<file path="src/rtl/wdt_pkg.sv">
package wdt_pkg;

  localparam logic [2:0] SEL_OFF = 3'b111;
  localparam int unsigned MAX_MS = 60000;

  typedef enum logic [1:0] {
    CAUSE_NONE = 2'b00,
    CAUSE_WDT  = 2'b01,
    CAUSE_LV   = 2'b10
  } cause_e;

  function automatic int unsigned code_ms(input int unsigned code);
    case (code)
      0: return 150;
      1: return 450;
      2: return 1000;
      3: return 5000;
      4: return 10000;
      5: return 20000;
      6: return 60000;
      default: return 0;
    endcase
  endfunction

  // scaled period in ticks, floor of 1 for active codes
  function automatic int unsigned code_ticks(input int unsigned code,
                                             input int unsigned tpm,
                                             input int unsigned div);
    int unsigned t;
    t = code_ms(code) * tpm / div;
    if (code_ms(code) != 0 && t == 0) t = 1;
    return t;
  endfunction

endpackage

</file>
<file path="src/rtl/wdt_period_lut.sv">
module wdt_period_lut #(
  parameter int unsigned TICKS_PER_MS = 1,
  parameter int unsigned TB_DIV       = 1,
  parameter int unsigned CNT_W        = 16
) (
  input  logic [2:0]       sel_i,
  output logic [CNT_W-1:0] period_o,
  output logic             off_o
);
  import wdt_pkg::*;

  logic [CNT_W-1:0] tab [8];

  for (genvar g = 0; g < 8; g++) begin : g_tab
    assign tab[g] = CNT_W'(code_ticks(g, TICKS_PER_MS, TB_DIV));
  end

  assign period_o = tab[sel_i];
  assign off_o    = (sel_i == SEL_OFF);
endmodule

</file>
<file path="src/rtl/wdt_timer.sv">
module wdt_timer #(
  parameter int unsigned CNT_W       = 16,
  parameter int unsigned PULSE_TICKS = 100,
  localparam int unsigned PW         = $clog2(PULSE_TICKS + 1)
) (
  input  logic             clk_i,
  input  logic             rst_ni,
  input  logic             tick_i,
  input  logic             restart_i,
  input  logic             hold_i,
  input  logic             off_i,
  input  logic [CNT_W-1:0] period_i,
  output logic             pulse_o,
  output logic             fire_o,
  output logic [CNT_W-1:0] cnt_o
);
  logic [CNT_W-1:0] cnt_q;
  logic [PW-1:0]    pcnt_q;
  logic             pulse_q;
  logic             last_tick;
  logic             pulse_done;

  assign last_tick  = (cnt_q == period_i - CNT_W'(1));
  assign pulse_done = tick_i && (pcnt_q == PW'(PULSE_TICKS - 1));
  assign fire_o     = !hold_i && !pulse_q && !off_i && !restart_i &&
                      tick_i && last_tick;

  always_ff @(posedge clk_i or negedge rst_ni) begin
    if (!rst_ni) begin
      cnt_q   <= '0;
      pcnt_q  <= '0;
      pulse_q <= 1'b0;
    end else if (hold_i) begin
      cnt_q   <= '0;
      pcnt_q  <= '0;
      pulse_q <= 1'b0;
    end else if (pulse_q) begin
      if (pulse_done) begin
        pulse_q <= 1'b0;
        pcnt_q  <= '0;
        cnt_q   <= '0;
      end else if (tick_i) begin
        pcnt_q <= pcnt_q + PW'(1);
      end
    end else if (off_i || restart_i) begin
      cnt_q <= '0;
    end else if (tick_i) begin
      if (last_tick) begin
        pulse_q <= 1'b1;
        pcnt_q  <= '0;
        cnt_q   <= '0;
      end else begin
        cnt_q <= cnt_q + CNT_W'(1);
      end
    end
  end

  assign pulse_o = pulse_q;
  assign cnt_o   = cnt_q;
endmodule

</file>
<file path="src/rtl/wdt_cause_flag.sv">
module wdt_cause_flag (
  input  logic       clk_i,
  input  logic       rst_ni,
  input  logic       wdt_evt_i,
  input  logic       lv_evt_i,
  input  logic       clr_i,
  output logic [1:0] cause_o
);
  import wdt_pkg::*;

  cause_e cause_q;

  // events win over clear
  always_ff @(posedge clk_i or negedge rst_ni) begin
    if (!rst_ni)        cause_q <= CAUSE_NONE;
    else if (lv_evt_i)  cause_q <= CAUSE_LV;
    else if (wdt_evt_i) cause_q <= CAUSE_WDT;
    else if (clr_i)     cause_q <= CAUSE_NONE;
  end

  assign cause_o = cause_q;
endmodule

</file>
<file path="src/rtl/wdt_supervisor.sv">
module wdt_supervisor #(
  parameter int unsigned TICKS_PER_MS = 1,
  parameter int unsigned TB_DIV       = 1,
  parameter int unsigned PULSE_TICKS  = 100,
  parameter logic [2:0]  SEL_RST      = 3'b000,
  localparam int unsigned CNT_W       = $clog2(wdt_pkg::MAX_MS * TICKS_PER_MS + 1)
) (
  input  logic       clk_i,
  input  logic       rst_ni,
  input  logic       tick_i,
  input  logic       kick_i,
  input  logic       sel_wr_i,
  input  logic [2:0] sel_i,
  input  logic       vlow_i,
  input  logic       flag_clr_i,
  output logic       rst_o,
  output logic       mem_block_o,
  output logic [1:0] cause_o
);
  logic [2:0]       sel_q;
  logic             vlow_q;
  logic             lv_evt;
  logic [CNT_W-1:0] period;
  logic             off;
  logic             wdt_pulse;
  logic             wdt_fire;
  logic [CNT_W-1:0] wdt_cnt;

  always_ff @(posedge clk_i or negedge rst_ni) begin
    if (!rst_ni) begin
      sel_q  <= SEL_RST;
      vlow_q <= 1'b0;
    end else begin
      if (sel_wr_i) sel_q <= sel_i;
      vlow_q <= vlow_i;
    end
  end

  assign lv_evt = vlow_i && !vlow_q;

  wdt_period_lut #(
    .TICKS_PER_MS(TICKS_PER_MS),
    .TB_DIV      (TB_DIV),
    .CNT_W       (CNT_W)
  ) u_lut (
    .sel_i   (sel_q),
    .period_o(period),
    .off_o   (off)
  );

  wdt_timer #(
    .CNT_W      (CNT_W),
    .PULSE_TICKS(PULSE_TICKS)
  ) u_timer (
    .clk_i    (clk_i),
    .rst_ni   (rst_ni),
    .tick_i   (tick_i),
    .restart_i(kick_i || sel_wr_i),
    .hold_i   (vlow_i),
    .off_i    (off),
    .period_i (period),
    .pulse_o  (wdt_pulse),
    .fire_o   (wdt_fire),
    .cnt_o    (wdt_cnt)
  );

  wdt_cause_flag u_flag (
    .clk_i    (clk_i),
    .rst_ni   (rst_ni),
    .wdt_evt_i(wdt_fire),
    .lv_evt_i (lv_evt),
    .clr_i    (flag_clr_i),
    .cause_o  (cause_o)
  );

  // low-supply path is combinational so reset holds with no clock delay
  assign rst_o       = wdt_pulse || vlow_i;
  assign mem_block_o = vlow_i;
endmodule

</file>
<file path="config.mk">
export PLATFORM = sky130hd
export DESIGN_NAME = wdt_supervisor
export DESIGN_NICKNAME = d
export VERILOG_FILES = /design/src/rtl/wdt_pkg.sv /design/src/rtl/wdt_period_lut.sv /design/src/rtl/wdt_timer.sv /design/src/rtl/wdt_cause_flag.sv /design/src/rtl/wdt_supervisor.sv
export SDC_FILE = /design/constraint.sdc
export NUM_CORES = 1
export LEC_CHECK = 0
export ABC_AREA = 1
export BUFFER_PORTS_ARGS = -buffer_cell sky130_fd_sc_hd__buf_2
export CORE_ASPECT_RATIO = 1.25
export CORE_MARGIN = 2
export CORE_UTILIZATION = 55
export CTS_CLUSTER_DIAMETER = 200
export DETAILED_ROUTE_END_ITERATION = 10
export GPL_TIMING_DRIVEN = 0
export MAX_ROUTING_LAYER = met4
export PLACE_DENSITY_LB_ADDON = 0.1
export SYNTH_ARGS = -nofsm -noshare
export SYNTH_HDL_FRONTEND = slang
export SYNTH_SLANG_ARGS = --single-unit
export TNS_END_PERCENT = 100
</file>
<file path="constraint.sdc">
create_clock -name clk_i -period 3.5 [get_ports clk_i]
set_input_delay 0.7 -clock clk_i [delete_from_list [all_inputs] [get_ports clk_i]]
set_output_delay 0.7 -clock clk_i [all_outputs]
set_load 0.03 [all_outputs]
</file>
==> metrics.txt <==
die width=61.0 µm; drt first pass iters=5; Synth Area in Compound Gates=6.57%; Max Cap Viol=0; clock tree buffer depth=2; drt drc=0; Crit. End Element=flip-flop; initial antenna violation count=0; crit-path cells=buf_2 -> inv_2 -> ha_1 -> nand2_1 -> nand2_1 -> nor2_2 -> nand2_1 -> clkinv_1 -> nand2_1 -> nand2_1 -> nand3_1 -> nor2_2 -> nand3_2 -> nand3_1 -> inv_2 -> nand2_1 -> o21ai_0; HP Class=input port to asynchronous set/reset pin; Post-Layout Cell Count=411; Finish-stage setup viols=0; placed insts=roughly 400; Synth Area in Simple Gates=41.9%; sequential area share after synthesis=approximately 34%; largest family of logic cells by synthesized area=simple AND/OR/NAND/NOR gates; post-synthesis cell type count=32; Post-synth top flop=dfrtp_1; syn_area_per_cell=around 6.6 µm²; post-synth top area share=33.7%; Max-slew headroom=54.4%; # rows=25; ranking of synthesized cells by area=dfrtp_1 34%, nand2_1 17%, nand3_1 9.7%, inv_1 6.6%, nor2_1 5.7%; CTS tree=built; Register Area=751 µm²; Cells after Synth=336; CP Class=flip-flop to flip-flop; placer congestion estimate=a little over 0.9; hold buffer count at cts=0; CTS buffer count=5; final cycle utilization of the critical path=80.1%; hold_ws=roughly 440 ps; Routed Antenna Nets=0; core area=3850 µm²; first-pass GRT wire length=around 8.9 mm; LEAKAGE=~1.2 nW; Initial Utilization=58.0%; vias per inst=5.22; n_diodes=0; Max Fanout on Critical Path=8; most frequent cell after synthesis=nand2_1; number of enable flip-flop cells after synthesis=0; Fill cells=367; area of the multi-input gates=1280 µm²; layout cell share with drive strength beyond 1=11.8%; clock root cell=clkbuf_8; mapped cell area=2230 µm²; critical path launch point type=flip-flop; later-pin clock latency in the skew report=290 ps; post-synthesis mux area share=0%; Critical Path AT=2970 ps; Die Area=between 4000 and 5000 µm²; largest net degree at the start of global routing=31; Post-Route Skew=5.09 ps; Slowest-stage cell, CP=dfrtp_1; NumNets Final=372; vias=2,146; Die Y=roughly 75 µm; Ports=14; RSZ-0062 raised after global routing=no; Post-DP HPWL=3.93 mm; required time worst endpoint=~3700 ps; Sum Neg Setup Slack=0 ps; Min Clock Period, post-route=2810 ps; Sink Count=30; post-synthesis register bit count=30; max incr delay on CP=370 ps; Synth Area in Adders=3.37%; Slew Limit Fails=0; Port Buf Inserts=13; Final Hold Viols=0; outcome=completed; Final Power=0.874 mW; CTS resizes=0; GRT overflow=0; VDD IR-drop max=0.258 mV; count of yosys warnings during synthesis=0; routed wire length=5.14 mm; Synth area leader=dfrtp_1; Routed WL per cell=12.5 µm; critical path's most frequent cell=nand2_1; f_max=around 360 MHz; gr usage total=27.0%; Post-CTS Setup Bufs=0; commonest cells in the netlist=102 x nand2_1, 43 x nand3_1, 39 x inv_1; area delta synth->final=10.8%; number of global-route vias before repair=2,041; Post-Synth XOR/XNOR Area=under 10%; Reg clk slew, reported paths=roughly 70 ps; Worst Tran Pin Value=684 ps; htree depth=2; PwrDens=354 nW/µm²; syn nets=352; DR iter-0 viols=about 120; async set-or-reset flop fraction in the synthesized netlist=100%
-- sequential cells by signal, indices dropped and copies added, names as in the netlist --
register,count
u_timer.cnt_o,16
u_timer.pcnt_q,7
sel_q,3
u_flag.cause_o,2
u_timer.pulse_o,1
vlow_q,1
-- path summary, 6_finish.rpt --
check / cells past startpoint / from / end / slack [ps]
worst min-delay path: 1 / rst_ni / sel_q[0] / 440
min in group clk_i: 3 / vlow_q / u_flag.cause_o[1] / 500
worst max register to register: 17 / sel_q[1] / u_timer.cnt_o[1] / 690
worst min register to register: 3 / vlow_q / u_flag.cause_o[1] / 500
max in group asynchronous: 1 / rst_ni / u_timer.cnt_o[1] / 2610
worst max-delay path: 17 / sel_q[1] / u_timer.cnt_o[1] / 690
-- cell type report --
cell class	instances	share of cell area [%]
multi-input cells	256	51.7
flip-flops and latches	30	30.4
inverters	46	6.99
clock buffers	5	2.78
well taps	54	2.73
repair buffers	13	2.63
clock inverters	3	1.62
plain buffers	4	1.16
-- per-layer routing --
layer  track usage [%]  up-vias  routed length, µm  share of wire (%)
li1                  -     1116                  -                  -
met1              29.6      981               2210                 43
met2              48.5       41               2700                 53
met3              4.30        8                150                2.9
met4              9.90        0                 82                1.6
met5                 -        -                  0                  0
-- cell families after synthesis --
logic type,after synthesis
buffers and inverters,50
AO/OA/AOI/OAI,25
adder cells (fa/ha/maj),6
flip-flops,30
XOR/XNOR,14
AND/OR/NAND/NOR,211
-- metrics by stage --
step	cell area [µm²]	utilization [%]	setup WS [ps]
2_1_floorplan	2230	-	1210
3_3_place_gp	2360	61.4	744
3_5_place_dp	2360	61.4	730
4_1_cts	2470	64.2	715
5_1_grt	2470	64.2	398
6_report	2470	64.2	695
-- report_power, final --
part	switching (mW)	internal, mW	total [mW]
Clock	0.139	0.209	0.348
Combinational	0.117	0.0521	0.169
Sequential	0.00484	0.352	0.357
Total	0.261	0.613	0.874
-- cells in the final DEF, fill, tap and decap left out, drive strengths merged, types with 2 or more instances in the layout --
cell | synthesis | final
clkbuf | 0 | 5
clkinv | 3 | 5
dfrtp | 30 | 30
or2 | 2 | 2
nand2 | 106 | 106
xor2 | 11 | 11
nand4 | 6 | 6
inv | 43 | 43
o22ai | 3 | 3
nor3 | 6 | 6
buf | 4 | 17
nand3 | 44 | 44
nor2 | 40 | 40
xnor2 | 3 | 3
ha | 6 | 6
o21ai | 12 | 12
a21oi | 7 | 7
nor4 | 6 | 6
-- critical path: cells and delay by family (launching register included) --
| kind | cells | cell delay (ps) |
|---|---|---|
| simple gates | 11 | 1430 |
| compound gates | 1 | 70 |
| fa+ha+maj | 1 | 340 |
| flops | 1 | 370 |
| buf+inv | 4 | 460 |
No activity file was read; power rests on OpenSTA's default activity.
